### src/rtl/qsr_pkg.sv
package qsr_pkg;
  localparam int WORD_W = 16;
  localparam int CNT_W  = 6;
  localparam int NSLOT  = 3;
  localparam int NCH    = 4;

  localparam logic [1:0] BPF_32  = 2'd0;
  localparam logic [1:0] BPF_48  = 2'd1;
  localparam logic [1:0] BPF_64  = 2'd2;
  localparam logic [1:0] BPF_RSV = 2'd3;

  // bit clocks in one half frame for a frame-length code
  function automatic logic [CNT_W-1:0] half_bits(input logic [1:0] sel);
    case (sel)
      BPF_32:  half_bits = CNT_W'(16);
      BPF_48:  half_bits = CNT_W'(24);
      default: half_bits = CNT_W'(32);
    endcase
  endfunction

  // whether the configuration can be served
  function automatic logic cfg_legal(input logic one_line, input logic [1:0] sel);
    if (sel == BPF_RSV)
      cfg_legal = 1'b0;
    else if (one_line)
      cfg_legal = (sel == BPF_64);
    else
      cfg_legal = 1'b1;
  endfunction

  // whether a bit index falls in a word slot starting at lo
  function automatic logic in_slot(input logic [CNT_W-1:0] idx, input int lo, input int width);
    in_slot = (int'(idx) >= lo) && (int'(idx) < lo + width);
  endfunction
endpackage

### src/rtl/sync2.sv
module sync2 #(
  parameter int W = 1
) (
  input  logic         clk,
  input  logic         rst_n,
  input  logic [W-1:0] d,
  output logic [W-1:0] q
);
  logic [W-1:0] meta;

  always_ff @(posedge clk) begin
    if (!rst_n) begin
      meta <= '0;
      q    <= '0;
    end else begin
      meta <= d;
      q    <= meta;
    end
  end
endmodule

### src/rtl/frame_ctrl.sv
module frame_ctrl import qsr_pkg::*; (
  input  logic             clk,
  input  logic             rst_n,
  input  logic             bit_evt,
  input  logic             fclk_bit,
  input  logic [CNT_W-1:0] half_len,
  output logic [CNT_W-1:0] bit_idx,
  output logic [CNT_W-1:0] bit_cnt,
  output logic             rise_evt,
  output logic             fall_evt,
  output logic             frame_ok
);
  localparam logic [CNT_W-1:0] CNT_MAX = '1;

  logic fclk_last;
  logic level_chg;
  logic half_full;
  logic started;
  logic low_ok;

  assign level_chg = bit_evt && (fclk_bit != fclk_last);
  assign rise_evt  = level_chg && fclk_bit;
  assign fall_evt  = level_chg && !fclk_bit;
  assign half_full = (bit_cnt == half_len);
  assign bit_idx   = level_chg ? '0 : bit_cnt;
  assign frame_ok  = fall_evt && started && low_ok && half_full;

  always_ff @(posedge clk) begin
    if (!rst_n) begin
      fclk_last <= 1'b0;
      bit_cnt   <= '0;
    end else if (bit_evt) begin
      fclk_last <= fclk_bit;
      if (level_chg)
        bit_cnt <= CNT_W'(1);
      else if (bit_cnt != CNT_MAX)
        bit_cnt <= bit_cnt + CNT_W'(1);
    end
  end

  always_ff @(posedge clk) begin
    if (!rst_n) begin
      started <= 1'b0;
      low_ok  <= 1'b0;
    end else begin
      if (fall_evt)
        started <= 1'b1;
      if (rise_evt)
        low_ok <= started && half_full;
    end
  end
endmodule

### src/rtl/word_shifter.sv
module word_shifter import qsr_pkg::*; #(
  parameter int W  = WORD_W,
  parameter int LO = 0
) (
  input  logic             clk,
  input  logic             rst_n,
  input  logic             bit_evt,
  input  logic [CNT_W-1:0] bit_idx,
  input  logic             din,
  output logic [W-1:0]     word
);
  logic take;

  assign take = bit_evt && in_slot(bit_idx, LO, W);

  always_ff @(posedge clk) begin
    if (!rst_n)
      word <= '0;
    else if (take)
      word <= {word[W-2:0], din};
  end
endmodule

### src/rtl/slot_router.sv
module slot_router import qsr_pkg::*; #(
  parameter int W = WORD_W
) (
  input  logic                    one_line,
  input  logic [NSLOT-1:0][W-1:0] pend,
  input  logic [NSLOT-1:0][W-1:0] cur,
  output logic [NCH-1:0][W-1:0]   chans
);
  // slot 0: line A first word, slot 1: line A second word, slot 2: line B
  always_comb begin
    if (one_line) begin
      chans[0] = pend[0];
      chans[1] = pend[1];
      chans[2] = cur[0];
      chans[3] = cur[1];
    end else begin
      chans[0] = pend[0];
      chans[1] = cur[0];
      chans[2] = pend[2];
      chans[3] = cur[2];
    end
  end
endmodule

### src/rtl/quad_pcm_rx.sv
module quad_pcm_rx import qsr_pkg::*; #(
  parameter int W = WORD_W
) (
  input  logic         clk,
  input  logic         rst_n,
  input  logic         cfg_one_line,
  input  logic [1:0]   cfg_bpf,
  input  logic         bclk,
  input  logic         fclk,
  input  logic         sd_a,
  input  logic         sd_b,
  output logic [W-1:0] ch1,
  output logic [W-1:0] ch2,
  output logic [W-1:0] ch3,
  output logic [W-1:0] ch4,
  output logic         frame_valid,
  output logic         cfg_err
);
  localparam int NRAW = 4;

  logic [NRAW-1:0] raw_in;
  logic [NRAW-1:0] synced;
  logic            bclk_s, fclk_s, sda_s, sdb_s;
  logic            bclk_d;
  logic            bit_evt;
  logic [CNT_W-1:0] half_len;
  logic [CNT_W-1:0] bit_idx;
  logic [CNT_W-1:0] bit_cnt;
  logic            rise_evt, fall_evt, frame_ok;
  logic [NSLOT-1:0][W-1:0] cur_word;
  logic [NSLOT-1:0][W-1:0] pend_word;
  logic [NCH-1:0][W-1:0]   routed;
  logic [NCH-1:0][W-1:0]   ch_q;
  logic [NCH*W-1:0]        ch_bus;

  assign raw_in = {bclk, fclk, sd_a, sd_b};

  sync2 #(.W(NRAW)) u_sync (
    .clk   (clk),
    .rst_n (rst_n),
    .d     (raw_in),
    .q     (synced)
  );

  assign {bclk_s, fclk_s, sda_s, sdb_s} = synced;

  always_ff @(posedge clk) begin
    if (!rst_n)
      bclk_d <= 1'b0;
    else
      bclk_d <= bclk_s;
  end

  assign bit_evt  = bclk_s && !bclk_d;
  assign half_len = half_bits(cfg_bpf);

  frame_ctrl u_fc (
    .clk      (clk),
    .rst_n    (rst_n),
    .bit_evt  (bit_evt),
    .fclk_bit (fclk_s),
    .half_len (half_len),
    .bit_idx  (bit_idx),
    .bit_cnt  (bit_cnt),
    .rise_evt (rise_evt),
    .fall_evt (fall_evt),
    .frame_ok (frame_ok)
  );

  for (genvar g = 0; g < NSLOT; g++) begin : g_slot
    localparam int SLOT_LO = (g == 1) ? W : 0;

    word_shifter #(.W(W), .LO(SLOT_LO)) u_shift (
      .clk     (clk),
      .rst_n   (rst_n),
      .bit_evt (bit_evt),
      .bit_idx (bit_idx),
      .din     ((g == NSLOT - 1) ? sdb_s : sda_s),
      .word    (cur_word[g])
    );

    // low-half words are parked when the high half begins
    always_ff @(posedge clk) begin
      if (!rst_n)
        pend_word[g] <= '0;
      else if (rise_evt)
        pend_word[g] <= cur_word[g];
    end
  end

  slot_router #(.W(W)) u_route (
    .one_line (cfg_one_line),
    .pend     (pend_word),
    .cur      (cur_word),
    .chans    (routed)
  );

  always_ff @(posedge clk) begin
    if (!rst_n)
      cfg_err <= 1'b0;
    else
      cfg_err <= !cfg_legal(cfg_one_line, cfg_bpf);
  end

  always_ff @(posedge clk) begin
    if (!rst_n) begin
      ch_q        <= '0;
      frame_valid <= 1'b0;
    end else begin
      frame_valid <= 1'b0;
      if (frame_ok && !cfg_err) begin
        ch_q        <= routed;
        frame_valid <= 1'b1;
      end
    end
  end

  assign ch1    = ch_q[0];
  assign ch2    = ch_q[1];
  assign ch3    = ch_q[2];
  assign ch4    = ch_q[3];
  assign ch_bus = {ch1, ch2, ch3, ch4};
endmodule

### config.mk
export PLATFORM = sky130hd
export DESIGN_NAME = quad_pcm_rx
export DESIGN_NICKNAME = d
export VERILOG_FILES = /design/src/rtl/qsr_pkg.sv /design/src/rtl/sync2.sv /design/src/rtl/frame_ctrl.sv /design/src/rtl/word_shifter.sv /design/src/rtl/slot_router.sv /design/src/rtl/quad_pcm_rx.sv
export SDC_FILE = /design/constraint.sdc
export NUM_CORES = 1
export LEC_CHECK = 0
export ABC_AREA = 1
export BUFFER_PORTS_ARGS = -buffer_cell sky130_fd_sc_hd__buf_2
export CORE_ASPECT_RATIO = 1.25
export CORE_MARGIN = 4
export CORE_UTILIZATION = 54
export DETAILED_ROUTE_END_ITERATION = 6
export HOLD_SLACK_MARGIN = 0.06
export PLACE_DENSITY = 0.78
export REMOVE_ABC_BUFFERS = 1
export SETUP_SLACK_MARGIN = 0.02
export SKIP_CTS_REPAIR_TIMING = 1
export SYNTH_ARGS = -nofsm -noshare
export SYNTH_HDL_FRONTEND = slang
export SYNTH_HIERARCHICAL = 1
export SYNTH_SLANG_ARGS = --single-unit
export TNS_END_PERCENT = 5
### constraint.sdc
create_clock -name clk -period 2.1 [get_ports clk]
set_input_delay 0.525 -clock clk [delete_from_list [all_inputs] [get_ports clk]]
set_output_delay 0.525 -clock clk [all_outputs]
set_load 0.02 [all_outputs]
=== Word level (Yosys, flattened, before mapping) ===
Cells that the tools add are included.

* Add/sub/neg operators: 1
* Equality and inequality tests: 6
* Muxes and demuxes: 9
* Reductions and logical operators: 19
* Order comparisons: 3

{| class="wikitable"
|+ Operators with widths
! kind !! count
|-
| $mux W64 || 1
|-
| $mux W6 || 3
|-
| $logic_and A1 B1 Y1 || 12
|-
| $pmux W6 S2 || 1
|-
| $add A6 B1 Y6 const B || 1
|-
| $eq A6 B6 Y1 || 1
|-
| $ge A6 B5 Y1 const B || 1
|-
| $lt A6 B5 Y1 const B || 1
|-
| $lt A6 B6 Y1 const B || 1
|-
| $ne A6 B6 Y1 const B || 1
|-
| $eq A2 B2 Y1 const B || 2
|-
| $logic_not A1 Y1 || 4
|-
| $mux W1 || 4
|-
| $eq A2 B1 Y1 const B || 1
|-
| $logic_not A2 Y1 || 1
|-
| $reduce_and A2 Y1 || 1
|-
| $reduce_bool A2 Y1 || 1
|-
| $ne A1 B1 Y1 || 1
|}

* Output and inout port bits: 66
* Bits in registers: 180
* Logic and storage cells: 57
* Input bits: 9

=== Logic depth before layout (Yosys ltp) ===
* Word-level depth: 9
* Mapped depth: 13
* Depth with buffers taken out: 12

=== Modules after synthesis ===
The synthesis kept the hierarchy.

{| class="wikitable"
|+ By module, submodules not included
! module !! cells each !! instances !! area each (µm²)
|-
| quad_pcm_rx || 638 || 1 || 4550.6
|-
| word_shifter at g_slot[0].u_shift ... || 105 || 2 || 748.2
|-
| slot_router || 171 || 1 || 724.4
|-
| frame_ctrl || 117 || 1 || 698.2
|-
| word_shifter at g_slot[1].u_shift || 103 || 1 || 686.9
|-
| sync2 || 25 || 1 || 225.2
|}

=== Least setup slack after synthesis ===
Ideal clock, no wire load.

* Path kind: reg2reg
* From: register u_sync.q[3]
* To: register ch_q, in the netlist ch1[0]
* Setup time: 0.113 ns
* Stages on the path, launching flop included: 12
* Path slack: -0.092 ns
* Arrival: 2.079 ns
* Clock period less this slack: 2.192 ns
* Cell sequence: dfxtp_1 inv_1 nor2_1 nand3_1 inv_1 nand2_1 nor2_1 buf_2 buf_2 nand3_1 nand2_1 nor2_1

* Cells in the longest elaborated chain, start to end: 7

{| class="wikitable"
|+ RTL lines
! what !! RTL line !! source
|-
| start: declaration || sync2.sv:7 || <nowiki>output logic [W-1:0] q</nowiki>
|-
| start signal: assignment || sync2.sv:17 || <nowiki>q <= meta;</nowiki>
|-
| $logic_and A1 B1 Y1 || quad_pcm_rx.sv:54 || <nowiki>assign bit_evt = bclk_s && !bclk_d;</nowiki>
|-
| via bit_evt || quad_pcm_rx.sv:25 || <nowiki>logic bit_evt;</nowiki>
|-
| $logic_and A1 B1 Y1 || frame_ctrl.sv:21 || <nowiki>assign level_chg = bit_evt && (fclk_bit != fclk_last);</nowiki>
|-
| $logic_and A1 B1 Y1 || frame_ctrl.sv:23 || <nowiki>assign fall_evt = level_chg && !fclk_bit;</nowiki>
|-
| via fall_evt || quad_pcm_rx.sv:29 || <nowiki>logic rise_evt, fall_evt, frame_ok;</nowiki>
|-
| $logic_and A1 B1 Y1 (3 in series) || frame_ctrl.sv:26 || <nowiki>assign frame_ok = fall_evt && started && low_ok && half_full;</nowiki>
|-
| via frame_ok || quad_pcm_rx.sv:29 ||
|-
| $logic_and A1 B1 Y1 || quad_pcm_rx.sv:111 || <nowiki>if (frame_ok && !cfg_err) begin</nowiki>
|-
| end signal: assignment || quad_pcm_rx.sv:112 || <nowiki>ch_q <= routed;</nowiki>
|-
| end: declaration || quad_pcm_rx.sv:33 || <nowiki>logic [NCH-1:0][W-1:0] ch_q;</nowiki>
|}

The timed path passes the listed nets, and every way through them passes these cells.
A chain may end at the register's enable or synchronous reset.

=== Worst setup path after layout ===
* From: register u_sync.q[3]
* To: register ch_q, in the netlist ch3[3]

Same word-level chain as after synthesis.

==> impl_results.md <==
* Antenna-violating nets left at 0
* FF+latch area at 0.00360 mm^2
* Crit end category: flop
* FP Rows at 50
* Fin crit period at 1.74 ns
* Share of cells above drive strength 1 at 0.114
* Multi-input gate area at 0.00353 mm^2
* Via count at 7124
* Die Ht at 147 um
* Drt wl/cell at 11.3 um
* Leak at 4.47 nW
* FMAX at 0.575 GHz
* Worst-path maximum fanout at 29
* Fin cells at 1500
* Ant diodes at 0
* Pre-CTS WS at 0.0723 ns
* Placed insts at 1468
* Global-route wire length before repair at 30.2 mm
* RSZ-0062 raised after global routing: no
* Status: finished, final reports clean
* Clk_skew at 0.00705 ns
* DR iter-0 viols at 493
* Pwr Density at 780 mW/mm^2
* CTS Buf Count at 17
* Tightest Pin Transition at 0.935 ns
* Final Hold Viols at 0
* PnR worst setup slack at 0.361 ns
* Critical R2R Launch: u_sync/q[3]
* Detail Placement HPWL at 10.4 mm
* VDD IR-drop max at 0.455 mV
* Clk pwr share at 0.450
* Largest net degree at the start of global routing at 71
* WS Path Type: reg -> reg
* Final design area excluding fillers at 0.00922 mm^2
* Mapped Cells at 1258
* Worst hold-check path type: in -> reg
* Clk sink count at 180
* Worst slew margin at 0.376
* Synthesized area per cell at 6.64 um^2
* Vias per inst at 4.75
* Die width at 119 um
* Initial antenna violation count at 0
* Starting density of the core at 0.554
* Core Area at 0.0151 mm^2
* Syn Std Cell Area at 0.00836 mm^2
* Die Area at 0.0175 mm^2
* Logic pwr share at 0.059
* Clk_lat worst skew at 0.43 ns
* Area delta synth->final at 10.2%
* CP Launch Point: u_sync/q[3]
* Root Driver: clkbuf_16
* Switch share at 0.224
* Final setup fails at 0
* WP data required at 2.46 ns
* Crit share post-route at 0.828
* # DRC at 0
* CTS max path bufs at 2
* # H-tree levels at 4
* Crit path DAT at 2.10 ns
* Max_cap viols at 0
* Setup TNS at 0 ns
* FF-to-FF setup slack at 0.36 ns
* Switching Power at 1.61 mW
* Vias in the first global route at 6745
* Clock slew at reported path FFs at 0.06 ns
* TritonCTS clock tree: done
* IO Count at 75
* Post-DP Area at 0.00861 mm^2
* Routed WL at 17.0 mm
* Hold path start: sd_b
* Sequential Power Share at 0.490
* Critical path launch point type: flop
* Fill count at 1440
* Total GRT Usage at 0.205
* RePlAce Congestion at 0.779
* PortBufs at 74
* Initial DRT Pass Iterations at 4
* Nets at 1289
* Max-slew violation count at 0
* Synth Warn # at 6
* Cell-internal power at 5.58 mW
* Total gr overflow at 0
-- layout by cell type, fill, tap and decap left out, drive strengths merged, types with 2 or more instances in the layout --
master    n
nand2   315
dfxtp   180
a21boi    2
bufinv    3
o21ai    55
nand3   110
nor2    309
a21oi    37
clkinv    5
inv     149
clkbuf   23
buf      93
conb      6
-- worst max-delay path, cell delays in order, from the launching register on --
cell and delay [ns]:
dfxtp_1 0.32, inv_1 0.06, nor2_4 0.21, nand3_1 0.11
inv_1 0.09, nand2_1 0.10, nor2_4 0.20, inv_2 0.06
nor2_4 0.14, buf_12 0.20, nor2_1 0.06, nor2_1 0.11
-- final cells by class --
class,instances,area share
sequential,180,0.391
multi-input combinational,838,0.384
timing repair buffer,93,0.0709
inverter,149,0.0607
clock buffer,23,0.0519
tap,208,0.0282
clock inverter,9,0.0137
-- worst paths after layout --
path / to / cells after the start
hold / removal: u_sync/meta[0] / 3
hold reg to reg: u_sync/q[1] / 2
setup reg to reg: ch3[3] / 11
setup / recovery: ch3[3] / 11
-- through the flow --
step | hold slack [ns] | total power, mW | util
3_3_place_gp | 0.394 | 4.01 | 0.571
4_1_cts | 0.261 | 7.25 | 0.611
2_1_floorplan | 0.386 | 3.84 | -
5_1_grt | 0.273 | 7.48 | 0.611
6_report | 0.274 | 7.19 | 0.611
3_5_place_dp | 0.395 | 4.02 | 0.571
-- power by group through the flow --
stage / Clock (mW) / Combinational (mW) / Sequential [mW]
5_1_grt: 3.46 / 0.491 / 3.53
3_5_place_dp: 0 / 0.424 / 3.60
3_3_place_gp: 0 / 0.417 / 3.60
4_1_cts: 3.30 / 0.427 / 3.52
6_report: 3.24 / 0.426 / 3.52
2_1_floorplan: 0 / 0.256 / 3.59
-- routing by layer --
| metal | vias up | share of wire | track usage |
|---|---|---|---|
| met4 | 0 | 0.016 | 0.0725 |
| met1 | 3171 | 0.44 | 0.240 |
| met2 | 119 | 0.50 | 0.364 |
| met3 | 20 | 0.040 | 0.0470 |
| li1 | 3814 | - | - |
| met5 | - | 0 | 0 |
-- flip-flops by register name, indices dropped and copies added (netlist names), 4 cells and up --
signal               flops
u_sync/q                 4
g_slot.u_shift/word     48
pend_word               48
u_fc/bit_cnt             6
u_sync/meta              4
ch4                     16
ch1                     16
ch3                     16
ch2                     16
(Power assumes the default switching activity.)
